===== src/rtl/divPkg.sv =====
package divPkg;

  typedef struct packed {
    logic load;
    logic step;
    logic finish;
  } divStrobes_t;

  typedef enum logic [1:0] {
    ST_IDLE,
    ST_RUN,
    ST_FIN
  } divState_t;

endpackage


===== src/rtl/divCtrl.sv =====
module divCtrl
  import divPkg::*;
#(
  parameter int W = 16
) (
  input  logic        clk,
  input  logic        rstN,
  input  logic        start,
  output divStrobes_t strb,
  output logic        busy,
  output logic        done
);
  localparam int CW = (W > 1) ? $clog2(W) : 1;

  divState_t      state, stateNext;
  logic [CW-1:0]  iter;
  logic           lastIter;

  assign lastIter = (iter == CW'(W - 1));

  always_comb begin
    stateNext = state;
    strb      = '0;
    case (state)
      ST_IDLE: begin
        if (start) begin
          strb.load = 1'b1;
          stateNext = ST_RUN;
        end
      end
      ST_RUN: begin
        strb.step = 1'b1;
        if (lastIter) stateNext = ST_FIN;
      end
      ST_FIN: begin
        strb.finish = 1'b1;
        stateNext   = ST_IDLE;
      end
      default: stateNext = ST_IDLE;
    endcase
  end

  always_ff @(posedge clk or negedge rstN) begin
    if (!rstN) begin
      state <= ST_IDLE;
      iter  <= '0;
      done  <= 1'b0;
    end else begin
      state <= stateNext;
      done  <= strb.finish;
      if (strb.load)      iter <= '0;
      else if (strb.step) iter <= iter + 1'b1;
    end
  end

  assign busy = (state != ST_IDLE);

endmodule


===== src/rtl/divDatapath.sv =====
module divDatapath
  import divPkg::*;
#(
  parameter int W = 16
) (
  input  logic          clk,
  input  logic          rstN,
  input  divStrobes_t   strb,
  input  logic          wideMode,
  input  logic          signedMode,
  input  logic [W-1:0]  dividendHi,
  input  logic [W-1:0]  dividendLo,
  input  logic [W-1:0]  divisor,
  output logic [W-1:0]  quotient,
  output logic [W-1:0]  remainder,
  output logic          divZero,
  output logic          overflow
);
  localparam int DW = 2 * W;

  // operand formation and magnitude extraction
  logic [DW-1:0] dvdFull, dvdMag;
  logic [W-1:0]  dsrMag;
  logic          dvdNeg, dsrNeg, hiGe;

  always_comb begin
    if (wideMode)        dvdFull = {dividendHi, dividendLo};
    else if (signedMode) dvdFull = {{W{dividendLo[W-1]}}, dividendLo};
    else                 dvdFull = {{W{1'b0}}, dividendLo};
    dvdNeg = signedMode & dvdFull[DW-1];
    dsrNeg = signedMode & divisor[W-1];
    dvdMag = dvdNeg ? (~dvdFull + 1'b1) : dvdFull;
    dsrMag = dsrNeg ? (~divisor + 1'b1) : divisor;
    hiGe   = (dvdMag[DW-1:W] >= dsrMag);
  end

  // iteration state
  logic [W-1:0] remQ, quoQ, divQ;
  logic         negDvdQ, negQuoQ, signedQ, hiGeQ, zeroQ;

  logic [W:0]   shifted, trial;
  logic         qBit;

  always_comb begin
    shifted = {remQ, quoQ[W-1]};
    trial   = shifted - {1'b0, divQ};
    qBit    = (shifted >= {1'b0, divQ});
  end

  // sign restoration and range check
  logic [W-1:0] quoFix, remFix;
  logic         sgnOvf, ovfNext;

  always_comb begin
    quoFix  = negQuoQ ? (~quoQ + 1'b1) : quoQ;
    remFix  = negDvdQ ? (~remQ + 1'b1) : remQ;
    sgnOvf  = signedQ & (negQuoQ ? (quoQ[W-1] & (|quoQ[W-2:0])) : quoQ[W-1]);
    ovfNext = ~zeroQ & (hiGeQ | sgnOvf);
  end

  always_ff @(posedge clk or negedge rstN) begin
    if (!rstN) begin
      remQ      <= '0;
      quoQ      <= '0;
      divQ      <= '0;
      negDvdQ   <= 1'b0;
      negQuoQ   <= 1'b0;
      signedQ   <= 1'b0;
      hiGeQ     <= 1'b0;
      zeroQ     <= 1'b0;
      quotient  <= '0;
      remainder <= '0;
      divZero   <= 1'b0;
      overflow  <= 1'b0;
    end else begin
      if (strb.load) begin
        remQ    <= dvdMag[DW-1:W];
        quoQ    <= dvdMag[W-1:0];
        divQ    <= dsrMag;
        negDvdQ <= dvdNeg;
        negQuoQ <= dvdNeg ^ dsrNeg;
        signedQ <= signedMode;
        hiGeQ   <= hiGe;
        zeroQ   <= (divisor == '0);
      end else if (strb.step) begin
        remQ <= qBit ? trial[W-1:0] : shifted[W-1:0];
        quoQ <= {quoQ[W-2:0], qBit};
      end
      if (strb.finish) begin
        quotient  <= quoFix;
        remainder <= remFix;
        divZero   <= zeroQ;
        overflow  <= ovfNext;
      end
    end
  end

endmodule


===== src/rtl/iterDivider.sv =====
module iterDivider
  import divPkg::*;
#(
  parameter int W = 16
) (
  input  logic         clk,
  input  logic         rstN,
  input  logic         start,
  input  logic         wideMode,
  input  logic         signedMode,
  input  logic [W-1:0] dividendHi,
  input  logic [W-1:0] dividendLo,
  input  logic [W-1:0] divisor,
  output logic         busy,
  output logic         done,
  output logic [W-1:0] quotient,
  output logic [W-1:0] remainder,
  output logic         divZero,
  output logic         overflow
);
  divStrobes_t strb;

  divCtrl #(.W(W)) uCtrl (
    .clk   (clk),
    .rstN  (rstN),
    .start (start),
    .strb  (strb),
    .busy  (busy),
    .done  (done)
  );

  divDatapath #(.W(W)) uPath (
    .clk        (clk),
    .rstN       (rstN),
    .strb       (strb),
    .wideMode   (wideMode),
    .signedMode (signedMode),
    .dividendHi (dividendHi),
    .dividendLo (dividendLo),
    .divisor    (divisor),
    .quotient   (quotient),
    .remainder  (remainder),
    .divZero    (divZero),
    .overflow   (overflow)
  );

endmodule


===== config.mk =====
export PLATFORM = sky130hd
export DESIGN_NAME = iterDivider
export DESIGN_NICKNAME = d
export VERILOG_FILES = /design/src/rtl/divPkg.sv /design/src/rtl/divCtrl.sv /design/src/rtl/divDatapath.sv /design/src/rtl/iterDivider.sv
export SDC_FILE = /design/constraint.sdc
export NUM_CORES = 1
export LEC_CHECK = 0
export BUFFER_PORTS_ARGS = -buffer_cell sky130_fd_sc_hd__buf_2
export CORE_ASPECT_RATIO = 1.75
export CORE_UTILIZATION = 42
export CTS_CLUSTER_SIZE = 40
export DETAILED_ROUTE_END_ITERATION = 7
export RECOVER_POWER = 25
export SLEW_MARGIN = 20
export SYNTH_ARGS = -nofsm -noshare
export SYNTH_HDL_FRONTEND = slang
export SYNTH_SLANG_ARGS = --single-unit

===== constraint.sdc =====
create_clock -name clk -period 7.5 [get_ports clk]
set_clock_uncertainty 0.1 [all_clocks]
set_input_delay 0.75 -clock clk [delete_from_list [all_inputs] [get_ports clk]]
set_output_delay 0.75 -clock clk [all_outputs]
set_load 0.05 [all_outputs]

== Word level (Yosys, flattened, before mapping) ==
Cells that the tools add are included.
Widths: inputs -> output; s select.
Storage, ports and cells
  output and inout bits: 36
  register bits: 94
  logic and storage cells: 67
  input bits: 53
Cells by class
  muxes and demuxes: 21
  bitwise operators: 12
  reductions and logical operators: 6
  $add $sub $neg: 6
  eq/ne operators: 5
  $lt $le $gt $ge: 2
Operators by type and width (count)
  $mux 16: 8
  $mux 32: 3
  $add 16x1->16 const B: 3
  $not 16->16: 3
  $add 32x1->32 const B: 1
  $not 32->32: 1
  $ge 17x16->1: 1
  $ge 16x16->1: 1
  $logic_not 16->1: 1
  $sub 16x16->16: 1
  $reduce_or 15->1: 1
  $mux 4: 2
  $and 1x1->1: 5
  $mux 1: 5
  $add 4x1->4 const B: 1
  $eq 4x4->1 const B: 1
  $mux 2: 2
  $pmux 2 s2: 1
  $reduce_bool 2->1: 2
  $eq 2x1->1 const B: 1
  $eq 2x2->1 const B: 1
  $logic_not 2->1: 1
  $ne 2x1->1 const B: 1
  $ne 2x2->1 const B: 1
  4 further kinds: 4

== Logic depth before layout (Yosys ltp) ==
  depth in word-level cells: 6
  mapped depth: 14
  depth with buffers taken out: 14

== Hierarchy ==
From an unflattened synthesis, not the netlist that was laid out.
Unflattened totals
  cell total of the unflattened synthesis: 809
  area total of the unflattened synthesis: 6951.7 um2
Modules (own cells, without submodules)
  divDatapath: cells each 780, sequential area each 2177.1 um2, instances 1, area each 6635.1 um2
  divCtrl: cells each 29, sequential area each 175.2 um2, instances 1, area each 316.6 um2

== Worst setup path before layout ==
Ideal clock, no wire load.
  kind: input to register
  start: in dividendLo[4]
  end: reg uPath.hiGeQ
  setup time: 0.130 ns
  buffers on the path: 0
  required time: 7.270 ns
  cell stages on the path: 10
  data arrival time: 3.467 ns
  slack: 3.804 ns
  cells stage by stage: or4_4 or4b_4 nor4_4 a21oi_1 xnor2_2 ha_1 and3_1 a221oi_1 and4b_1 a21oi_1
On the way
  longest elaborated chain between the ends: 6
Ends and longest elaborated chain
  from (decl): RTL line iterDivider.sv:12  | input logic [W-1:0] dividendLo,
  $mux 32: RTL line divDatapath.sv:28  | else if (signedMode) dvdFull = {{W{dividendLo[W-1]}}, dividendLo};
  $mux 32 *: RTL line divDatapath.sv:27  | if (wideMode) dvdFull = {dividendHi, dividendLo};
  $not 32->32 *: RTL line divDatapath.sv:32  | dvdMag = dvdNeg ? (~dvdFull + 1'b1) : dvdFull;
  $add 32x1->32 *: RTL line divDatapath.sv:32
  $mux 32 *: RTL line divDatapath.sv:32
  $ge 16x16->1 *: RTL line divDatapath.sv:34  | hiGe = (dvdMag[DW-1:W] >= dsrMag);
  to (signal assigned): RTL line divDatapath.sv:83  | hiGeQ <= hiGe;
  to (decl): RTL line divDatapath.sv:39  | logic negDvdQ, negQuoQ, signedQ, hiGeQ, zeroQ;
Every way passes the cells marked *; elsewhere a longest branch is shown, timed or not.
A chain may end at the register's enable or synchronous reset.

==> results.sh <==
export IMPL_crit_buf_inv=2
export IMPL_io_buffers=88
export IMPL_clock_latency_ns=0.35
export IMPL_ctsHoldBuffers=0
export IMPL_antenna_found_initial=0
export IMPL_ant_nets=0
export IMPL_coreArea_mm2=0.0159
export IMPL_crit_fanout=59
export IMPL_postCtsSetupRepairBufs=0
export IMPL_violations="design-rule violations, max-capacitance violations, max-slew violations"
export IMPL_synth_edf_count=0
export IMPL_routed_via_count=6060
export IMPL_root_buffer="clkbuf_16"
export IMPL_max_freq_mhz=205
export IMPL_dieArea_mm2=0.0168
export IMPL_drv_slew=97
export IMPL_wl_per_cell_um=17.9
export IMPL_critPathCaptureType="async pin"
export IMPL_synth_seq_cells=94
export IMPL_die_h_um=171
export IMPL_yosysSeqAreaShare_pct=34.5
export IMPL_avgSynthCellArea_um2=8.51
export IMPL_status="finished, violations left"
export IMPL_overflow=0
export IMPL_layout_commonest_cell="o21ai_0"
export IMPL_rsz0062_at_grt="false"
export IMPL_cts_sinks=94
export IMPL_cts_resized=0
export IMPL_final_core_util_pct=48.0
export IMPL_via_per_inst=5.71
export IMPL_dieWidth_um=98.3
export IMPL_maxCapViolCount=2
export IMPL_fillers=1663
export IMPL_syn_nets=893
export IMPL_wl_mm=18.9
export IMPL_grt_use_total_pct=23.7
export IMPL_nets=958
export IMPL_fin_crit_sh_pct=65.2
export IMPL_cts_buffers=9
export IMPL_startpoint_type="input port"
export IMPL_drtIter0Drc=270
export IMPL_postSynthCellCount=802
export IMPL_ys_types=76
export IMPL_htreeDepth=3
export IMPL_cp_top_family="buffers and inverters"
export IMPL_yosys_warnings=0
export IMPL_diodes=0
export IMPL_critical_path_class="in2async"
export IMPL_finalSetupTns_ns=0
export IMPL_drt_first_pass_iters=8
export IMPL_slew_limit_headroom_pct=-111
export IMPL_crit_required_ns=7.15
export IMPL_dp_hpwl_mm=14.9
export IMPL_io_pins=89
export IMPL_final_cell_mix="o21ai_0 (104), nand2_1 (102), dfrtp_1 (94)"
export IMPL_p_leak_nw=3.38
export IMPL_cp_cell_sequence="clkbuf_1 > clkbuf_1"
export IMPL_tightestPinTransition_ns=3.17
export IMPL_path_clk_slew_ns=0.07
export IMPL_crit_slowest_cell="clkbuf_1"
export IMPL_synth_flop_cell="dfrtp_1"
export IMPL_drcViolationCount=5
export IMPL_placementRows=61
export IMPL_gp_congestion=0.954
export IMPL_syn2layout_area_growth_pct=11.6
export IMPL_cts_tree="yes"
export IMPL_setup_viol=0
export IMPL_async_flop_share_pct=100
export IMPL_hold_viol_final=0
export IMPL_synth_area_mm2=0.00682
export IMPL_cts_buffer_depth=2
export IMPL_start_util_pct=43.0
export IMPL_drive_gt1_share_pct=14.6
export IMPL_worstHoldPathType="reg2reg"
export IMPL_power_density_mw_per_mm2=413
export IMPL_arrival_ns=4.54
export IMPL_grt_max_degree=68
export IMPL_slowest_delay_ns=2.32
export IMPL_grt_pass1_wl_mm=31.2
export IMPL_period_needed_ns=4.89
export IMPL_peakVddDrop_v=0.000177
export IMPL_cpMostUsedCell="clkbuf_1"
export IMPL_grt_pass1_vias=6144
==> cell usage after synthesis (all sizes together), types with 4 or more instances <==
master    n  area, um2
mux2i    12        120
a21oi    50        254
and3      5       31.3
a211oi    5       37.5
nor3      9       50.1
nand2b    7       43.8
or4       7       60.1
inv      36        135
nand3    13       65.1
o21a      9       67.6
a31oi     8       50.1
or2       7       43.8
nor4     12       96.3
xnor2    39        357
o41ai     6       52.6
o31ai    10       75.1
nor2b    10       62.6
xor2     37        324
dfrtp    94       2350
nand2   103        387
buf       6       40.0
nor2     52        195
o31a      5       43.8
o21ai   104        521
a22oi    13       97.6
or3      10       62.6
ha       37        463
nor4b     4       50.1
clkbuf   30        143
o211ai    6       45.0
o221ai    6       52.6
==> registers in the layout, summed over array words and instances (netlist names), 2 cells and up <==
name / count
uCtrl.state: 2
uPath.quotient: 16
uPath.quoQ: 16
uPath.remQ: 16
uPath.remainder: 16
uCtrl.iter: 4
uPath.divQ: 16
==> stage by stage <==
stage	area [um2]	worst slack (ns)	cells	hold WS [ns]	power (mW)
after floorplan	6820	3.80	802	0.347	2.25
after global placement	7330	3.28	1045	0.357	2.67
after detailed placement	7330	3.22	1045	0.364	2.68
after CTS	7630	3.58	1061	0.260	3.15
after global routing	7620	1.65	1061	0.396	3.39
final	7620	2.61	1061	0.370	3.15
==> power by group <==
group | internal, mW | leakage, nW | switching, mW
Combinational | 0.714 | 2.15 | 1.03
Sequential | 0.708 | 1.09 | 0.240
Clock | 0.239 | 0.138 | 0.214
Total | 1.66 | 3.38 | 1.48
==> logic make-up (layout without fill, tap and decap cells) <==
kind of cell / after synthesis / count (layout) / share of synthesized area [%]
compound gates: 253 / 253 / 23.1
flops: 94 / 94 / 34.5
xor+xnor: 76 / 76 / 9.98
buf+inv: 73 / 143 / 4.79
mux: 13 / 13 / 1.93
simple gates: 255 / 255 / 18.7
fa+ha+maj: 38 / 38 / 7.08
==> routing by layer <==
layer  vias up  GRT usage, %  wire length [um]
met1      2856          26.5              7540
met2       147          43.8              9920
met4         0          12.1               906
met3        46          3.15               580
li1       3011             -                 -
met5         -             0                 0
==> cell type report <==
cell class	instances	area, um2	area share [%]
multi-input cells	635	4140	54.4
clock buffers	10	239	3.14
well taps	189	236	3.10
inverters	36	135	1.77
clock inverters	6	52.6	0.690
repair buffers	91	457	6.00
flip-flops and latches	94	2350	30.9
==> final timing paths <==
path	start	end	slack, ns	cells after the start
max	rstN	uPath.remQ[4]$_DFFE_PN0P_	2.61	2
min	uPath.quotient[12]$_DFFE_PN0P_	uPath.quotient[12]$_DFFE_PN0P_	0.37	2
max reg2reg	uPath.remQ[9]$_DFFE_PN0P_	uPath.remQ[4]$_DFFE_PN0P_	3.97	8
min reg2reg	uPath.quotient[12]$_DFFE_PN0P_	uPath.quotient[12]$_DFFE_PN0P_	0.37	2
max in group clk	divisor[2]	uPath.hiGeQ$_DFFE_PN0P_	3.64	12
min in group asynchronous	rstN	uPath.quotient[8]$_DFFE_PN0P_	0.85	1
No activity file was read; power rests on OpenSTA's default activity.
